## src/rtl/txen_pkg.sv

```systemverilog
package txen_pkg;
  typedef enum logic [1:0] {
    ST_IDLE = 2'd0,
    ST_LEAD = 2'd1,
    ST_SEND = 2'd2,
    ST_LAG  = 2'd3
  } seq_state_e;
endpackage

```

## src/rtl/txen_tick_cnt.sv

```systemverilog
module txen_tick_cnt #(
  parameter int unsigned CNT_W = 5
) (
  input  logic             clk_i,
  input  logic             rst_ni,
  input  logic             load_i,
  input  logic [CNT_W-1:0] val_i,
  input  logic             dec_i,
  output logic [CNT_W-1:0] cnt_o,
  output logic             last_o
);
  localparam logic [CNT_W-1:0] ONE = CNT_W'(1);

  logic [CNT_W-1:0] cnt_q;

  always_ff @(posedge clk_i or negedge rst_ni) begin
    if (!rst_ni)                        cnt_q <= '0;
    else if (load_i)                    cnt_q <= val_i;
    else if (dec_i && cnt_q != '0)      cnt_q <= cnt_q - ONE;
  end

  assign cnt_o  = cnt_q;
  assign last_o = (cnt_q == ONE);
endmodule

```

## src/rtl/txen_fsm.sv

```systemverilog
module txen_fsm
  import txen_pkg::*;
#(
  parameter int unsigned CNT_W = 5
) (
  input  logic             clk_i,
  input  logic             rst_ni,
  input  logic             tick_i,
  input  logic             mode_en_i,
  input  logic [CNT_W-1:0] lead_i,
  input  logic [CNT_W-1:0] lag_i,
  input  logic             req_i,
  input  logic             done_i,
  input  logic             last_i,
  input  logic [CNT_W-1:0] cnt_i,
  output logic             load_o,
  output logic [CNT_W-1:0] val_o,
  output logic             dec_o,
  output logic             go_o,
  output logic             de_o
);
  seq_state_e st_q, st_d;
  logic go_q, go_d, de_q, de_d, en_q, en_d;

  always_comb begin
    st_d   = st_q;
    go_d   = 1'b0;
    de_d   = de_q;
    en_d   = en_q;
    load_o = 1'b0;
    val_o  = '0;
    unique case (st_q)
      ST_IDLE: if (req_i) begin
        en_d = mode_en_i;  // burst-wide mode latch
        if (mode_en_i && lead_i != '0) begin
          st_d   = ST_LEAD;
          de_d   = 1'b1;
          load_o = 1'b1;
          val_o  = lead_i;
        end else begin
          st_d = ST_SEND;
          go_d = 1'b1;
          de_d = mode_en_i;
        end
      end
      ST_LEAD: if (tick_i && last_i) begin
        st_d = ST_SEND;
        go_d = 1'b1;
      end
      ST_SEND: if (done_i) begin
        if (req_i) begin
          go_d = 1'b1;
        end else if (en_q && lag_i != '0) begin
          st_d   = ST_LAG;
          load_o = 1'b1;
          val_o  = lag_i;
        end else begin
          st_d = ST_IDLE;
          de_d = 1'b0;
        end
      end
      ST_LAG: begin
        if (req_i) begin
          st_d = ST_SEND;
          go_d = 1'b1;
        end else if (tick_i && last_i) begin
          st_d = ST_IDLE;
          de_d = 1'b0;
        end
      end
      default: st_d = ST_IDLE;
    endcase
  end

  assign dec_o = tick_i && (st_q == ST_LEAD || (st_q == ST_LAG && !req_i));

  always_ff @(posedge clk_i or negedge rst_ni) begin
    if (!rst_ni) begin
      st_q <= ST_IDLE;
      go_q <= 1'b0;
      de_q <= 1'b0;
      en_q <= 1'b0;
    end else begin
      st_q <= st_d;
      go_q <= go_d;
      de_q <= de_d;
      en_q <= en_d;
    end
  end

  assign go_o = go_q;
  assign de_o = de_q;

  AST_GO_DE_MATCH: assert property (@(posedge clk_i) disable iff (!rst_ni)
    go_q |-> (de_q == en_q));
  AST_LEAD_HOLD: assert property (@(posedge clk_i) disable iff (!rst_ni)
    (st_q == ST_LEAD && !(tick_i && last_i)) |=> (st_q == ST_LEAD && !go_q));
  AST_WAIT_CNT_NZ: assert property (@(posedge clk_i) disable iff (!rst_ni)
    (st_q == ST_LEAD || st_q == ST_LAG) |-> (cnt_i != '0));
  AST_DE_FALL_SRC: assert property (@(posedge clk_i) disable iff (!rst_ni)
    $fell(de_q) |-> ($past(st_q) == ST_LAG || $past(done_i)));
  AST_SEND_HOLD: assert property (@(posedge clk_i) disable iff (!rst_ni)
    (st_q == ST_SEND && !done_i) |=> (st_q == ST_SEND && !go_q));
  AST_IDLE_QUIET: assert property (@(posedge clk_i) disable iff (!rst_ni)
    (st_q == ST_IDLE) |-> (!de_q && !go_q));
endmodule

```

## src/rtl/txen_pol.sv

```systemverilog
module txen_pol (
  input  logic de_i,
  input  logic active_low_i,
  output logic drv_en_o
);
  assign drv_en_o = de_i ^ active_low_i;
endmodule

```

## src/rtl/txen_seq.sv

```systemverilog
module txen_seq #(
  parameter int unsigned CNT_W = 5
) (
  input  logic             clk_i,
  input  logic             rst_ni,
  input  logic             tick_i,
  input  logic             mode_en_i,
  input  logic             active_low_i,
  input  logic [CNT_W-1:0] lead_i,
  input  logic [CNT_W-1:0] lag_i,
  input  logic             req_i,
  input  logic             done_i,
  output logic             go_o,
  output logic             drv_en_o
);
  logic             load, dec, last, de;
  logic [CNT_W-1:0] val, cnt;

  txen_tick_cnt #(.CNT_W(CNT_W)) u_cnt (
    .clk_i(clk_i), .rst_ni(rst_ni), .load_i(load), .val_i(val),
    .dec_i(dec), .cnt_o(cnt), .last_o(last)
  );

  txen_fsm #(.CNT_W(CNT_W)) u_fsm (
    .clk_i(clk_i), .rst_ni(rst_ni), .tick_i(tick_i), .mode_en_i(mode_en_i),
    .lead_i(lead_i), .lag_i(lag_i), .req_i(req_i), .done_i(done_i),
    .last_i(last), .cnt_i(cnt), .load_o(load), .val_o(val), .dec_o(dec),
    .go_o(go_o), .de_o(de)
  );

  txen_pol u_pol (.de_i(de), .active_low_i(active_low_i), .drv_en_o(drv_en_o));

  AST_POL_FOLLOW: assert property (@(posedge clk_i) disable iff (!rst_ni)
    (go_o && !de) |-> (drv_en_o == active_low_i));
endmodule

```

## config.mk

```make
export PLATFORM = sky130hd
export DESIGN_NAME = txen_seq
export DESIGN_NICKNAME = d
export VERILOG_FILES = /design/src/rtl/txen_pkg.sv /design/src/rtl/txen_tick_cnt.sv /design/src/rtl/txen_fsm.sv /design/src/rtl/txen_pol.sv /design/src/rtl/txen_seq.sv
export SDC_FILE = /design/constraint.sdc
export NUM_CORES = 1
export LEC_CHECK = 0
export BUFFER_PORTS_ARGS = -buffer_cell sky130_fd_sc_hd__buf_2
export CAP_MARGIN = 20
export CORE_MARGIN = 4
export CORE_UTILIZATION = 35
export CTS_CLUSTER_SIZE = 24
export DETAILED_ROUTE_END_ITERATION = 12
export GPL_TIMING_DRIVEN = 1
export SLEW_MARGIN = 40
export SYNTH_ARGS = -nofsm -noshare
export SYNTH_HDL_FRONTEND = slang
export SYNTH_HIERARCHICAL = 1
export SYNTH_SLANG_ARGS = --single-unit
```

## constraint.sdc

```tcl
create_clock -name clk_i -period 2.7 [get_ports clk_i]
set_clock_uncertainty 0.05 [all_clocks]
set_input_delay 0.27 -clock clk_i [delete_from_list [all_inputs] [get_ports clk_i]]
set_output_delay 0.27 -clock clk_i [all_outputs]
set_load 0.05 [all_outputs]
```

Word-level counts from Yosys, hierarchy flattened
Cells that the tools add are included.
- $add $sub $neg: 1
- equal/unequal tests: 12
- multiplexer cells: 37
- bitwise gates (word level): 1
- reduce and logical (&&, ||, !) cells: 17
- operators with widths (kind ; number):
    2-to-1 mux 5 bit ; 7
    2-to-1 mux 1 bit ; 17
    2-to-1 mux 2 bit ; 8
    nonzero test 5 bit ; 3
    inequality test 2 bit, second input constant ; 5
    one-hot mux 5 bit (2 select lines) ; 1
    one-hot mux 2 bit (4 select lines) ; 1
    AND reduction 7 bit ; 1
    logical AND 1 bit ; 6
    equality test 5 x 1 -> 1 bit, second input constant ; 1
    AND reduction 5 bit ; 1
    subtractor 5 x 1 -> 5 bit, second input constant ; 1
    equality test 2 bit, second input constant ; 2
    inequality test 2 x 1 -> 1 bit, second input constant ; 2
    one-hot mux 1 bit (4 select lines) ; 1
    inequality test 3 x 2 -> 1 bit, second input constant ; 1
    one-hot mux 1 bit (3 select lines) ; 1
    nonzero test 3 bit ; 1
    equality test 2 x 1 -> 1 bit, second input constant ; 1
    zero test 2 bit ; 1
    one-hot mux 1 bit (2 select lines) ; 1
    AND reduction 2 bit ; 1
    nonzero test 2 bit ; 1
    zero test 1 bit ; 1
    other kinds (2) ; 2
- register bits: 10
- input bits: 17
- word-level logic and storage cells: 73

Logic depth before layout (Yosys ltp)
- depth in word-level cells: 7
- depth in mapped cells: 10

Hierarchy
Netlist, hierarchy kept.
- modules (own cells, without submodules) (module ; area each (sq um) ; sequential area each (sq um) ; cells each ; times used):
    txen_fsm ; 447.9 ; 125.1 ; 52 ; 1
    txen_tick_cnt ; 334.1 ; 125.1 ; 35 ; 1
    txen_pol ; 8.8 ; 0.0 ; 1 ; 1

Worst setup path after synthesis
Ideal clock, no wire load.
- path kind: register to register
- from: register u_fsm.st_q[0]
- to: register u_cnt.cnt_q[0], in the netlist u_cnt/cnt_o[0]
- slack: 752 ps
- period minus slack after synthesis: 1948 ps
- arrival time: 1752 ps
- buffers on the path: 1
- setup time: 146 ps
- cell stages (with the launch flop): 9
- required time: 2504 ps
- cells stage by stage: dfrtp_1 nand2b_1 nor3b_2 o21ai_0 nand2_1 clkbuf_1 nor3b_1 mux2i_1 o311ai_0
- RTL lines (item ; line ; source):
    start: declaration ; txen_fsm.sv:22 ; seq_state_e st_q, st_d;
    start signal: assignment ; txen_fsm.sv:84 ; st_q <= st_d;
    equality test 2 bit or zero test 2 bit (tied branches) ; txen_fsm.sv:32 ; unique case (st_q)
    one-hot mux 1 bit (2 select lines) * ; txen_fsm.sv:32 ;
    via load ; txen_seq.sv:16 ; logic load, dec, last, de;
    2-to-1 mux 5 bit or nonzero test 2 bit (tied branches) ; n/a ;
    end signal: assignment ; txen_tick_cnt.sv:18 ; else if (load_i) cnt_q <= val_i;
    end signal: assignment ; txen_tick_cnt.sv:19 ; else if (dec_i && cnt_q != '0) cnt_q <= cnt_q - ONE;
    end: declaration ; txen_tick_cnt.sv:14 ; logic [CNT_W-1:0] cnt_q;
The timed path passes the listed nets; every way through them passes the cells marked *.
A chain may end at the register's enable or synchronous reset.

Final worst setup path
- from: register u_fsm.st_q[0]
- to: register u_cnt.cnt_q[3], in the netlist u_cnt/cnt_o[3]
Same word-level chain as after synthesis.

==> results.yml <==
grt:
  antenna_found_initial: 0
  overflow: 0
  grt_use_total_pct: 13.55
  grt_max_degree: 15
  grt_pass1_wl_um: 3387
  grt_pass1_vias: 727
floorplanning:
  io_pins: 19
  initial_core_util_pct: 38.35
  die-area_mm2: 0.003084
  die_x_um: 55.53
  die_y_um: 55.53
  core_mm2: 0.002062
  fp-row-count: 16
worst_setup_path:
  worstPathMaxFanout: 13
  startpoint_type: "flop"
  cp-end-kind: "flop"
  rr_endpoint: "u_cnt/cnt_o[3]$_DFFE_PN0P_"
  worstPathRequired_ps: 2800
  r2r_setup_slack_ps: 440
  worst_ep_arrival_time_ps: 2360
  reg2reg_from: "u_fsm/st_q[0]$_DFFE_PN0P_"
  reg2reg_depth: 6
  path_class: "reg -> reg"
detailed_routing:
  ant_nets: 0
  vias_per_cell: 5.571
  via_count: 741
  wl_um: 1931
  wl_per_cell_um: 14.52
  drt_pass1_iterations: 4
  route.detailed.drc: 0
  first_iter_violations: 20
sta:
  worst_slack_ps: 440.5
  slew_viol_final: 0
  period_minus_slack_ps: 2260
  setup_tns_ps: 0
  worst_pin_slew_ps: 454.1
  relSlewSlack_pct: 69.30
  period_share_pct: 83.69
  hold_violations: 0
  max_freq_mhz: 442.6
  rsz0062_at_grt: "false"
  setup_viol: 0
clock_tree:
  cts_resized: 0
  clock_latency_ps: 260
  numCtsBuffers: 3
  cts_tree: "yes"
  clock_tree.root_cell: "clkbuf_4"
  clk_pin_slew_ps: 70
  cts_buffer_depth: 2
  cts_max_level: 1
  numClockSinks: 10
final_layout:
  fin_area_um2: 920.9
  layout_common_cells: "buf_2, dfrtp_1, nand2_1, o21ai_0, nor2_1"
  drive_gt1_share_pct: 31.13
  multi_input_area_um2: 503.0
  nFillCells: 204
  final_common_cell: "buf_2"
  register_area_um2: 250.2
  final_cells: 133
  layout.nets: 127
  area_growth_pct: 16.46
  fin_util_pct: 44.66
  antenna-diode-count: 0
yosys:
  post-synth-top-area-fraction_pct: 31.65
  yosysUniqueCellTypes: 43
  synth_top_area_cell: "dfrtp_1"
  syn_area_um2: 790.8
  yosys_warnings: 6
  synthCells: 88
  ys_ff_latch: 10
  synth_fp_nets: 107
  ys_top_cells_by_area: "dfrtp_1, a22o_1, nand2_1"
  synth.avg_cell_area_um2: 8.986
  ys_seq_area_share_pct: 31.65
job:
  drv_cap: 0
worst_hold_path:
  hold_path_class: "in -> reg"
  min_from: "mode_en_i"
  holdPathStages: 3
  whs_endpoint: "u_fsm/go_o$_DFF_PN0_"
placed_design:
  placed_area_um2: 888.4
  dp_slack_ps: 456.8
  dp.cells: 129
  io_buffers: 18
  gp_congestion: 0.8298
  dp_hpwl_um: 1438
power:
  pwr_density_cell_mw_per_mm2: 951.2
  irDropWorstVdd_v: 0.0003474
  leakage_nw: 0.4055
run_status:
  outcome: "finished, final reports clean"
[cells by family (layout without fill, tap and decap cells)]
logic type | after synthesis | in the layout | synth area share (%)
buffers and inverters | 7 | 25 | 4.747
adders and majority gates | 2 | 2 | 3.164
AOI/OAI and AO/OA | 30 | 30 | 28.64
muxes | 3 | 3 | 3.956
xor gates and xnor gates | 2 | 2 | 2.216
and+or+nand+nor | 34 | 34 | 25.63
DFF | 10 | 10 | 31.65
[synthesized netlist by cell type]
| library cell | n |
|---|---|
| nor3_1 | 1 |
| a221o_1 | 1 |
| mux2_2 | 1 |
| nor3b_2 | 1 |
| buf_4 | 1 |
| or4b_4 | 1 |
| o21ai_0 | 5 |
| and3_1 | 3 |
| nor4b_1 | 1 |
| mux2i_1 | 2 |
| nor2_1 | 5 |
| o31ai_1 | 1 |
| o21ai_2 | 1 |
| or4_4 | 1 |
| a31oi_1 | 2 |
| o22ai_1 | 2 |
| nand2_1 | 8 |
| or3_1 | 1 |
| xnor2_1 | 1 |
| a22o_2 | 1 |
| o311ai_0 | 2 |
| a221o_2 | 1 |
| clkbuf_1 | 2 |
| a21oi_1 | 3 |
| nand2b_1 | 2 |
| and2_1 | 1 |
| dfrtp_1 | 10 |
| inv_1 | 3 |
| a22o_1 | 4 |
| a21o_2 | 1 |
| xor2_1 | 1 |
| or4b_1 | 1 |
| a2111oi_2 | 1 |
| or2_2 | 2 |
| buf_6 | 1 |
| o2111ai_1 | 1 |
| nor2b_1 | 3 |
| o211ai_1 | 2 |
| nand3_1 | 2 |
| o21ai_1 | 1 |
| nor3b_1 | 1 |
| ha_1 | 2 |
| a31o_2 | 1 |
[stage by stage]
step | hold slack (ps) | power [mW]
after detailed placement | 106.8 | 0.7610
after floorplan | -75.59 | 0.6788
after global placement | 102.9 | 0.7500
final | 309.2 | 0.8759
after CTS | 302.9 | 0.8768
after global routing | 323.3 | 0.9528
[worst max-delay path by stage]
| stage | start | endpoint | cells past startpoint |
|---|---|---|---|
| detailed placement | u_fsm/st_q[0]$_DFFE_PN0P_ | u_cnt/cnt_o[3]$_DFFE_PN0P_ | 6 |
| global route | u_fsm/st_q[0]$_DFFE_PN0P_ | u_cnt/cnt_o[0]$_DFFE_PN0P_ | 7 |
| CTS | u_fsm/st_q[0]$_DFFE_PN0P_ | u_cnt/cnt_o[3]$_DFFE_PN0P_ | 6 |
| finish | u_fsm/st_q[0]$_DFFE_PN0P_ | u_cnt/cnt_o[3]$_DFFE_PN0P_ | 6 |
| floorplan | u_fsm/st_q[0]$_DFFE_PN0P_ | u_cnt/cnt_o[0]$_DFFE_PN0P_ | 8 |
| global placement | u_fsm/st_q[0]$_DFFE_PN0P_ | u_cnt/cnt_o[3]$_DFFE_PN0P_ | 6 |
[timing repair]
action,in CTS,in global routing
endpoints found under the hold margin,10,0
hold buffers,1,0
setup buffers,0,0
[sequential cells by signal, summed over array words and instances, names as in the netlist]
signal,count
u_cnt/cnt_o,5
u_fsm/de_o,1
u_fsm/go_o,1
u_fsm/st_q,2
u_fsm/en_q,1
[critical path, stage by stage, from the launching register on]
cell,delay [ps]
dfrtp_1,520
nand2b_1,280
nor3b_2,410
o21ai_0,160
nand2_1,320
nor2b_1,80
a221o_1,320
[power by group]
part           switching, mW  internal [mW]  leakage (nW)
clock network         0.0548         0.0515        0.0138
logic                  0.237          0.202         0.269
registers              0.113          0.218         0.123
total                  0.405          0.471         0.406
[final cells by class]
type                       instances  area share, %
clock buffer                       3          2.446
inverter                           3          1.223
multi-input combinational         71          54.62
sequential                        10          27.17
tap                               27          3.668
timing repair buffer              19          10.87
[per-layer routing]
| layer | GRT usage, % | vias to the layer above | part of all wire [%] |
|---|---|---|---|
| met5 | 0 | - | 0 |
| met4 | 6.597 | 0 | 0 |
| met3 | 2.797 | 0 | 4.9 |
| met2 | 18.92 | 17 | 47 |
| met1 | 19.46 | 348 | 48 |
| li1 | - | 376 | - |
Power figures use the tool's default switching activity.
